### config.mk
export PLATFORM = sky130hd
export DESIGN_NAME = cmd_loss_guard
export DESIGN_NICKNAME = d
export VERILOG_FILES = /design/src/rtl/cmd_guard_pkg.sv /design/src/rtl/cmd_reg_bank.sv /design/src/rtl/cmd_timeout_timer.sv /design/src/rtl/cmd_estop_latch.sv /design/src/rtl/cmd_out_gate.sv /design/src/rtl/cmd_loss_guard.sv
export SDC_FILE = /design/constraint.sdc
export NUM_CORES = 1
export LEC_CHECK = 0
export BUFFER_PORTS_ARGS = -buffer_cell sky130_fd_sc_hd__buf_2
export CORE_UTILIZATION = 52
export CTS_CLUSTER_SIZE = 8
export DETAILED_ROUTE_END_ITERATION = 10
export GPL_ROUTABILITY_DRIVEN = 1
export PLACE_DENSITY = 0.79
export SKIP_CTS_REPAIR_TIMING = 1
export SYNTH_ARGS = -nofsm -noshare
export SYNTH_HDL_FRONTEND = slang
export SYNTH_SLANG_ARGS = --single-unit
### constraint.sdc
create_clock -name clk -period 1.7 [get_ports clk]
set_clock_uncertainty 0.15 [all_clocks]
set_input_delay 0.085 -clock clk [delete_from_list [all_inputs] [get_ports clk]]
set_output_delay 0.085 -clock clk [all_outputs]
set_load 0.02 [all_outputs]
### src/rtl/cmd_guard_pkg.sv
package cmd_guard_pkg;

    localparam int unsigned DEF_NUM_REGS      = 8;
    localparam int unsigned DEF_DATA_W        = 16;
    localparam int unsigned DEF_TIMEOUT_TICKS = 5;

    // Guard state: two tripped flavours and the running state
    typedef enum logic [1:0] {
        GUARD_TRIP_IDLE  = 2'b01,
        GUARD_TRIP_ARMED = 2'b10,
        GUARD_RUN        = 2'b00
    } guard_state_e;

    // Control strobes bundled for the state update
    typedef struct packed {
        logic upd;
        logic clr;
        logic expire;
    } guard_ctl_t;

    function automatic guard_state_e guard_next(guard_state_e cur, guard_ctl_t ctl);
        guard_state_e nxt;
        nxt = cur;
        if (ctl.expire) begin
            nxt = GUARD_TRIP_IDLE;
        end else begin
            case (cur)
                GUARD_TRIP_IDLE:  if (ctl.upd) nxt = GUARD_TRIP_ARMED;
                GUARD_TRIP_ARMED: if (ctl.clr) nxt = GUARD_RUN;
                GUARD_RUN:        nxt = GUARD_RUN;
                default:          nxt = GUARD_TRIP_IDLE;
            endcase
        end
        return nxt;
    endfunction

    function automatic logic guard_tripped(guard_state_e st);
        return (st != GUARD_RUN);
    endfunction

endpackage

### src/rtl/cmd_reg_bank.sv
module cmd_reg_bank #(
    parameter int unsigned NUM_REGS = cmd_guard_pkg::DEF_NUM_REGS,
    parameter int unsigned DATA_W   = cmd_guard_pkg::DEF_DATA_W
) (
    input  logic                       clk,
    input  logic                       rst,
    input  logic [NUM_REGS-1:0]        wr_en_i,
    input  logic [DATA_W-1:0]          wr_data_i,
    output logic [NUM_REGS*DATA_W-1:0] bank_o
);

    for (genvar k = 0; k < NUM_REGS; k++) begin : g_reg
        logic [DATA_W-1:0] word_q;

        always_ff @(posedge clk) begin
            if (rst) begin
                word_q <= '0;
            end else if (wr_en_i[k]) begin
                word_q <= wr_data_i;
            end
        end

        assign bank_o[k*DATA_W +: DATA_W] = word_q;

        assert_write_stores_R2: assert property (@(posedge clk) disable iff (rst)
            wr_en_i[k] |=> (bank_o[k*DATA_W +: DATA_W] == $past(wr_data_i)));

        assert_word_holds_R3: assert property (@(posedge clk) disable iff (rst)
            !wr_en_i[k] |=> $stable(bank_o[k*DATA_W +: DATA_W]));
    end

endmodule

### src/rtl/cmd_timeout_timer.sv
module cmd_timeout_timer #(
    parameter int unsigned TIMEOUT_TICKS = cmd_guard_pkg::DEF_TIMEOUT_TICKS
) (
    input  logic clk,
    input  logic rst,
    input  logic upd_i,
    input  logic tick_i,
    output logic expire_o,
    output logic live_o
);

    localparam int unsigned CNT_W = $clog2(TIMEOUT_TICKS + 1);
    localparam logic [CNT_W-1:0] CNT_FULL = CNT_W'(TIMEOUT_TICKS);
    localparam logic [CNT_W-1:0] CNT_LAST = CNT_W'(1);

    logic [CNT_W-1:0] cnt_q;
    logic [CNT_W-1:0] cnt_d;

    always_comb begin
        cnt_d = cnt_q;
        if (upd_i) begin
            cnt_d = CNT_FULL;
        end else if (tick_i && (cnt_q != '0)) begin
            cnt_d = cnt_q - CNT_LAST;
        end
    end

    always_ff @(posedge clk) begin
        if (rst) begin
            cnt_q <= '0;
        end else begin
            cnt_q <= cnt_d;
        end
    end

    assign expire_o = tick_i && !upd_i && (cnt_q == CNT_LAST);
    assign live_o   = (cnt_q != '0);

    assert_update_reloads_R4: assert property (@(posedge clk) disable iff (rst)
        upd_i |=> live_o);

    assert_idle_holds_count_R4: assert property (@(posedge clk) disable iff (rst)
        (!upd_i && !tick_i) |=> $stable(cnt_q));

    assert_expiry_empties_R5: assert property (@(posedge clk) disable iff (rst)
        expire_o |=> !live_o);

endmodule

### src/rtl/cmd_estop_latch.sv
module cmd_estop_latch
    import cmd_guard_pkg::*;
(
    input  logic clk,
    input  logic rst,
    input  logic upd_i,
    input  logic clr_i,
    input  logic expire_i,
    output logic estop_o
);

    guard_state_e state_q;
    guard_ctl_t   ctl;

    always_comb begin
        ctl.upd    = upd_i;
        ctl.clr    = clr_i;
        ctl.expire = expire_i;
    end

    always_ff @(posedge clk) begin
        if (rst) begin
            state_q <= GUARD_TRIP_IDLE;
        end else begin
            state_q <= guard_next(state_q, ctl);
        end
    end

    assign estop_o = guard_tripped(state_q);

    assert_expiry_trips_R5: assert property (@(posedge clk) disable iff (rst)
        expire_i |=> estop_o);

    assert_stays_latched_R6: assert property (@(posedge clk) disable iff (rst)
        (estop_o && !clr_i) |=> estop_o);

    assert_release_needs_arming_R7: assert property (@(posedge clk) disable iff (rst)
        $fell(estop_o) |-> ($past(clr_i) && ($past(state_q) == GUARD_TRIP_ARMED)));

    assert_expiry_beats_clear_R9: assert property (@(posedge clk) disable iff (rst)
        (expire_i && clr_i) |=> (state_q == GUARD_TRIP_IDLE));

endmodule

### src/rtl/cmd_out_gate.sv
module cmd_out_gate #(
    parameter int unsigned NUM_REGS = cmd_guard_pkg::DEF_NUM_REGS,
    parameter int unsigned DATA_W   = cmd_guard_pkg::DEF_DATA_W
) (
    input  logic                       estop_i,
    input  logic [NUM_REGS*DATA_W-1:0] bank_i,
    output logic [NUM_REGS*DATA_W-1:0] out_o
);

    for (genvar k = 0; k < NUM_REGS; k++) begin : g_lane
        assign out_o[k*DATA_W +: DATA_W] =
            bank_i[k*DATA_W +: DATA_W] & {DATA_W{!estop_i}};
    end

endmodule

### src/rtl/cmd_loss_guard.sv
module cmd_loss_guard #(
    parameter int unsigned NUM_REGS      = cmd_guard_pkg::DEF_NUM_REGS,
    parameter int unsigned DATA_W        = cmd_guard_pkg::DEF_DATA_W,
    parameter int unsigned TIMEOUT_TICKS = cmd_guard_pkg::DEF_TIMEOUT_TICKS
) (
    input  logic                       clk,
    input  logic                       rst,
    input  logic                       upd_i,
    input  logic                       tick_i,
    input  logic [NUM_REGS-1:0]        wr_en_i,
    input  logic [DATA_W-1:0]          wr_data_i,
    input  logic                       estop_clr_i,
    output logic [NUM_REGS*DATA_W-1:0] out_o,
    output logic                       estop_o
);

    localparam int unsigned BANK_W = NUM_REGS * DATA_W;

    logic [BANK_W-1:0] bank;
    logic              expire;
    logic              live;

    cmd_reg_bank #(.NUM_REGS(NUM_REGS), .DATA_W(DATA_W)) u_bank (
        .clk       (clk),
        .rst       (rst),
        .wr_en_i   (wr_en_i),
        .wr_data_i (wr_data_i),
        .bank_o    (bank)
    );

    cmd_timeout_timer #(.TIMEOUT_TICKS(TIMEOUT_TICKS)) u_timer (
        .clk      (clk),
        .rst      (rst),
        .upd_i    (upd_i),
        .tick_i   (tick_i),
        .expire_o (expire),
        .live_o   (live)
    );

    cmd_estop_latch u_latch (
        .clk      (clk),
        .rst      (rst),
        .upd_i    (upd_i),
        .clr_i    (estop_clr_i),
        .expire_i (expire),
        .estop_o  (estop_o)
    );

    cmd_out_gate #(.NUM_REGS(NUM_REGS), .DATA_W(DATA_W)) u_gate (
        .estop_i (estop_o),
        .bank_i  (bank),
        .out_o   (out_o)
    );

    assert_tripped_outputs_zero_R8: assert property (@(posedge clk) disable iff (rst)
        estop_o |-> (out_o == '0));

    assert_running_needs_live_timer_R5: assert property (@(posedge clk) disable iff (rst)
        !estop_o |-> live);

endmodule

After elaboration in Yosys (flattened, before gate mapping)
Index checks and enable logic that the tools add are counted.

Input port bits: 29. Logic and storage cells: 42. Bits in registers: 133. Output and inout bits: 129.

Bitwise operators: 8. Add/subtract/negate cells: 1. Equality and inequality tests: 5. Muxes and demuxes: 5. Reductions and logical operators: 12.

Operator list (count): AND 16 bit (8); 2-to-1 mux 3 bit (2); one-hot mux 2 bit (3 select lines) (1); 2-to-1 mux 2 bit (2); inequality test 2 bit (second input constant) (2); nonzero test 2 bit (2); OR reduction 2 bit (2); == test 3 x 1 -> 1 bit (second input constant) (1); logical AND 1 bit (3); nonzero test 3 bit (1); subtractor 3 x 1 -> 3 bit (second input constant) (1); == test 2 x 1 -> 1 bit (second input constant) (1); == test 2 bit (second input constant) (1); zero test 1 bit (2); zero test 2 bit (1); AND reduction 2 bit (1).

Logic depth before layout (Yosys ltp)
Gate-level depths: netlist of the first run.

Depth in word-level cells: 4. Depth in mapped cells: 5. Gate-level depth less buffers: 5.

Modules after synthesis
From an unflattened synthesis of the first run, not the netlist that was laid out.

Cell total of the unflattened synthesis: 600. Area total of the unflattened synthesis: 5974.5 um2.

By module, submodules not included: cmd_reg_bank (cells an instance 430, area each 4787.1 um2, times used 1); cmd_out_gate (cells an instance 142, area each 902.1 um2, times used 1); cmd_timeout_timer (cells an instance 20, area each 193.9 um2, times used 1); cmd_estop_latch (cells an instance 8, area each 91.3 um2, times used 1).

Worst setup path after synthesis of the first run
Ideal clock, no wire load.

Path kind: register to register. Start: register u_timer.cnt_q[1]. End: register u_latch.state_q[0]. Path slack: 489 ps. Data arrival time: 941 ps. Cell stages (with the launch flop): 5. Setup time: 120 ps. Data required time: 1430 ps. Path through: dfxtp_1 inv_1 ha_1 nor4bb_2 a211o_1.

Cells in the longest elaborated chain, start to end: 3.

RTL lines: start, declared (RTL line cmd_timeout_timer.sv:16) `logic [CNT_W-1:0] cnt_q;`; start signal, assigned (RTL line cmd_timeout_timer.sv:32) `cnt_q <= cnt_d;`; == test 3 x 1 -> 1 bit (RTL line cmd_timeout_timer.sv:36) `assign expire_o = tick_i && !upd_i && (cnt_q == CNT_LAST);`; logical AND 1 bit (RTL line cmd_timeout_timer.sv:36); OR reduction 2 bit (no source line); end signal, assigned (RTL line cmd_estop_latch.sv:25) `state_q <= guard_next(state_q, ctl);`; end, declared (RTL line cmd_estop_latch.sv:12) `guard_state_e state_q;`.

Every way passes these cells. A chain may end at the register's enable or synchronous reset.

Final worst setup path of the first run
Start: register u_latch.state_q[1]. End: output port out_o[0].

Cells in the longest elaborated chain, start to end: 3.

RTL lines: nonzero test 2 bit (RTL line cmd_guard_pkg.sv:38) `return (st != GUARD_RUN);`; zero test 1 bit (RTL line cmd_out_gate.sv:12) `bank_i[k*DATA_W +: DATA_W] & {DATA_W{!estop_i}};`; AND 16 bit (RTL line cmd_out_gate.sv:12); end, declared (RTL line cmd_loss_guard.sv:13) `output logic [NUM_REGS*DATA_W-1:0] out_o,`.

Every way passes these cells.

==> run summary, run 1 <==
status: finished, violations left
failing checks: negative setup slack
via count: 4721
H-Tree Depth: 4
Core Util, Final: 0.751
Mapped Cells: 602
worst slew pin tran: 527 ps
RSZ-0062 raised after global routing: true
Final ANT Viol Nets: 0
Core ar.: 10900 sq um
CP max-delay cell: dfxtp_2
post-synthesis cell type count: 24
DRT Wirelength: 16600 um
drt first pass iters: 5
clk slew on worst S/H paths: 60 ps
vias in the first global route: 3960
max incr delay on CP: 330 ps
clock latency on the worst-skew pair: 520 ps
most common cell in the synthesized netlist: dfxtp_1
Slew Limit Fails: 0
ys flop type: dfxtp_1
synthesized area per cell: 9.69 sq um
CP Cell Sequence: nor2_4 > buf_6 > buf_12 > and2_1 > buf_6
Area contributors post-synth: dfxtp_1 46%, mux2i_1 22%, and2_1 14%
n_diodes: 0
Pwr Total: 8.48 mW
wl on met1: 7220 um
Max clock buf depth: 2
setup TNS: -15860 ps
Nets: 800
Post-synth EDFFs: 0
vias per cell: 5.13
Comb pwr share: 0.144
Avg WL per Cell: 18.0 um
clock power share: 0.454
VDD IR max: 0.622 mV
initial antenna violation count: 0
Initial Util: 0.536
Tot GR Track Use: 0.250
Clock Root Buffer: clkbuf_8
Max-Cap Viols: 0
Synth Net Count: 634
Most common cell on crit path: buf_6
WP buf/inv: 3
Slew headroom: 0.649
initial DRC count: 257
FMAX: 531 MHz
GP Congestion: 0.748
final-report hold violation count: 0
top cell type's share of synthesized area: 0.456
wire length on met2: 8120 um
CTS Buf Count: 17
sw frac: 0.241
routed wl met3: 831 um
final worst slack: -182 ps
Critical Path Source Type: flip-flop
Seq pwr share: 0.402
die area: 11700 sq um
Die Width: 108 um
Switch Pwr: 2.05 mW
FP Rows: 38
#FFs+latches synth: 133
Ys Warns: 0
Crit Path Max Fanout: 19
leading post-synthesis cells by instance count: 133 x dfxtp_1, 130 x nor2_1, 128 x and2_1, 128 x mux2i_1, 23 x clkbuf_1
pwr/cell area: 1040 nW/um^2
IO Port Bufs: 157
Layout area overhead: 40.2%
fraction of final layout cells with drive strength greater than 1: 0.309
largest net degree at the start of global routing: 80
I/O Pins: 158
Final Cycle Share: 1.11
highest metal used: met4
post-synthesis sequential area ratio: 0.456
critical path's top delay family: buffers and inverters
synthesized area: 5840 sq um
cell leakage power: 4.01 nW
first-pass GRT wire length: 21200 um
detailed placement HPWL: 9050 um
Die Y: 108 um
number of clock sinks: 133
post-synth top area cell: dfxtp_1
critical path class: reg -> out
hold crit path type: in -> reg
Int Power: 6.44 mW
setup violators final: 129
final worst path period need: 1880 ps
Post-synth ARST share: 0
Worst Path Required: 1460 ps
CTS tree: yes
drt drc: 0
Overflow after GRT: 0
crit path DAT: 1650 ps
crit path capture type: output port
power groups by stage:
| stage | sequential (mW) | combinational [mW] | clock (mW) |
|---|---|---|---|
| after global placement | 3.46 | 0.895 | 0 |
| after global routing | 3.43 | 1.31 | 4.04 |
| after CTS | 3.41 | 0.924 | 3.90 |
| after detailed placement | 3.47 | 0.921 | 0 |
| final | 3.41 | 1.22 | 3.85 |
| after floorplan | 3.43 | 0.740 | 0 |
tightest hold or removal path, stage by stage:
cell and delay, ps:
dlygate4sd3_1 530, buf_2 180, nor4_1 70
worst paths after layout:
| kind | to | cells past startpoint | slack (ps) | startpoint |
|---|---|---|---|---|
| worst max-delay path | out_o[0] | 5 | -180 | u_latch.state_q[1] |
| worst min-delay path | u_timer.cnt_q[1] | 3 | 240 | upd_i |
| worst min register to register | u_bank.g_reg[5].word_q[5] | 2 | 330 | u_bank.g_reg[5].word_q[5] |
| worst max register to register | u_timer.cnt_q[0] | 5 | 330 | u_timer.cnt_q[0] |
area by class of cell:
type                    count  area, sq um
multi-input cells         405         2830
fillers                   719         2710
flip-flops and latches    133         2670
repair buffers            208         1880
clock buffers              22          443
clock inverters            10          178
well taps                 140          175
inverters                   3         11.3
flip-flops by register name (all words and copies together) (netlist names):
| signal | flops |
|---|---|
| u_bank.g.word_q | 128 |
| u_timer.cnt_q | 3 |
| u_latch.state_q | 2 |
metal layers:
layer,up-vias,global-route usage
met4,0,0.0841
li1,2259,-
met5,-,0
met2,175,0.391
met1,2262,0.338
met3,25,0.0579
cell usage in the layout (no fill, tap or decap), types with 4 or more instances in the layout:
cell and n:
buf_2 67, mux2i_1 128, buf_12 5, dfxtp_1 131, bufinv_16 5, buf_6 69, dlygate4sd3_1 36, and2_4 35
clkbuf_1 4, clkinv_2 4, and2_1 93, clkbuf_16 19, buf_4 25, nor2_1 130
kinds of logic after synthesis:
| group | synth area share |
|---|---|
| muxes | 0.221 |
| AOI/OAI and AO/OA | 0.00643 |
| and+or+nand+nor | 0.235 |
| adders and majority gates | 0.00643 |
| buffers and inverters | 0.0742 |
| DFF | 0.456 |
stage by stage:
| stage | instance area [sq um] | hold WS, ps | cells | setup slack, ps |
|---|---|---|---|---|
| after floorplan | 5840 | 11.3 | 602 | 489 |
| after global placement | 6460 | 197 | 842 | 352 |
| after detailed placement | 6460 | 201 | 842 | 313 |
| after CTS | 7080 | -360 | 874 | -257 |
| after global routing | 8180 | 234 | 921 | -251 |
| final | 8180 | 239 | 921 | -182 |
Note: power is estimated with default switching activity, not from simulation.
==> run 2: changes to the inputs <==
--- a/config.mk
+++ b/config.mk
@@ -11,6 +11,7 @@
 export DETAILED_ROUTE_END_ITERATION = 10
 export GPL_ROUTABILITY_DRIVEN = 1
 export PLACE_DENSITY = 0.79
+export RECOVER_POWER = 100
 export SKIP_CTS_REPAIR_TIMING = 1
 export SYNTH_ARGS = -nofsm -noshare
 export SYNTH_HDL_FRONTEND = slang
==> run 2 against run 1 <==
  * The flow still finishes with violations (negative setup slack)
  * Global-route usage is the same
  * Utilization shrank 0.22 points
  * Critical path depth is the same
  * Sequential power is essentially flat
  * Non-clock buffer count is the same
  * Power shrank 0.15%
  * Sequential cell count is the same
  * Hold slack lost 17 ps
  * Final area shrank 0.29%
  * First-iteration DRC count is the same
  * Critical path type unchanged
  * Largest power group unchanged
==> run summary, run 2 (synthesis results as in run 1) <==
Worst Path Required: 1460 ps
largest net degree at the start of global routing: 80
I/O Pins: 158
crit path DAT: 1650 ps
VDD IR max: 0.621 mV
vias in the first global route: 3960
CTS Buf Count: 17
RSZ-0062 raised after global routing: true
Nets: 800
IO Port Bufs: 157
WP buf/inv: 3
H-Tree Depth: 4
Die Y: 108 um
critical path class: reg -> out
die area: 11700 sq um
clock latency on the worst-skew pair: 520 ps
Initial Util: 0.536
Crit Path Max Fanout: 19
final worst path period need: 1890 ps
Die Width: 108 um
Critical Path Source Type: flip-flop
DRT Wirelength: 16500 um
CP Cell Sequence: nor2_4 > buf_6 > buf_12 > and2_1 > buf_6
Slew Limit Fails: 0
FMAX: 530 MHz
first-pass GRT wire length: 21200 um
Clock Root Buffer: clkbuf_8
CTS tree: yes
drt first pass iters: 5
initial DRC count: 257
CP max-delay cell: dfxtp_2
n_diodes: 0
cell leakage power: 4.01 nW
status: finished, violations left
Slew headroom: 0.357
crit path capture type: output port
GP Congestion: 0.748
fraction of final layout cells with drive strength greater than 1: 0.307
number of clock sinks: 133
Overflow after GRT: 0
Avg WL per Cell: 17.9 um
max reg flops: 128
multi-input logic area: 2820 sq um
via count: 4704
Tot GR Track Use: 0.250
final-report hold violation count: 0
setup TNS: -16450 ps
Most common cell on crit path: buf_6
Core ar.: 10900 sq um
Final Cycle Share: 1.11
Largest Register: u_bank.g.word_q
setup violators final: 148
Final ANT Viol Nets: 0
final worst slack: -187 ps
Layout area overhead: 39.8%
commonest cells after routing, fill and taps aside: 131 x dfxtp_1, 130 x nor2_1, 128 x mux2i_1
hold_ws: 222 ps
hold crit path type: in -> reg
max incr delay on CP: 330 ps
critical path's top delay family: buffers and inverters
Top Registers: u_bank.g.word_q (128), u_timer.cnt_q (3), u_latch.state_q (2)
detailed placement HPWL: 9050 um
Max clock buf depth: 2
most common cell after layout, fill and taps aside: dfxtp_1
Max-Cap Viols: 0
fillers: 724
clk slew on worst S/H paths: 60 ps
worst slew pin tran: 964 ps
initial antenna violation count: 0
failing checks: negative setup slack
register area: 2670 sq um
vias per cell: 5.11
pwr/cell area: 1040 nW/um^2
FP Rows: 38
drt drc: 0
==> run 2: cell types whose count changed in the layout (fill, tap and decap cells not counted), sizes merged <==
| cell | change |
|---|---|
| buf | -6 |
| clkbuf | +6 |
==> run 2: area by class of cell <==
cell class	instances	share of cell area
Tap cell	140	0.0215
Multi-Input combinational cell	405	0.346
Sequential cell	133	0.327
Inverter	3	0.00138
Clock buffer	22	0.0543
Clock inverter	10	0.0218
Timing Repair Buffer	208	0.228
==> run 2: through the flow <==
| step | instance area (sq um) | setup WS [ps] | util | total power, mW | instances |
|---|---|---|---|---|---|
| floorplan | 5840 | 489 | - | 4.17 | 602 |
| detailed placement | 6460 | 313 | 0.593 | 4.39 | 842 |
| global route | 8160 | -251 | 0.749 | 8.77 | 921 |
| finish | 8160 | -187 | 0.749 | 8.47 | 921 |
| CTS | 7080 | -257 | 0.650 | 8.23 | 874 |
| global placement | 6460 | 352 | 0.593 | 4.35 | 842 |
==> run 2: routing by layer <==
layer  GRT usage  vias up  wire length, um  part of all wire
li1            -     2260                -                 -
met1       0.338     2237             6950              0.42
met2       0.391      180             8130              0.49
met3      0.0579       27              962             0.058
met4      0.0841        0              437             0.027
met5           0        -                0                 0
==> run 2: where the power goes <==
group	leakage [nW]	switching, mW	total [mW]	internal [mW]
Sequential	1.10	0.102	3.41	3.31
Clock	0.303	1.29	3.85	2.56
Combinational	2.61	0.652	1.21	0.561
==> run 2: final timing paths <==
kind	from	to	slack (ps)	cells after the start
max	u_latch.state_q[1]	out_o[0]	-190	5
max reg2reg	u_timer.cnt_q[0]	u_timer.cnt_q[0]	320	5
min	upd_i	u_timer.cnt_q[1]	220	3
min reg2reg	u_bank.g_reg[5].word_q[5]	u_bank.g_reg[5].word_q[5]	330	2
==> run 2: worst min-delay path: stages <==
cell,delay (ps)
dlygate4sd3_1,530
buf_2,170
nor4_1,70
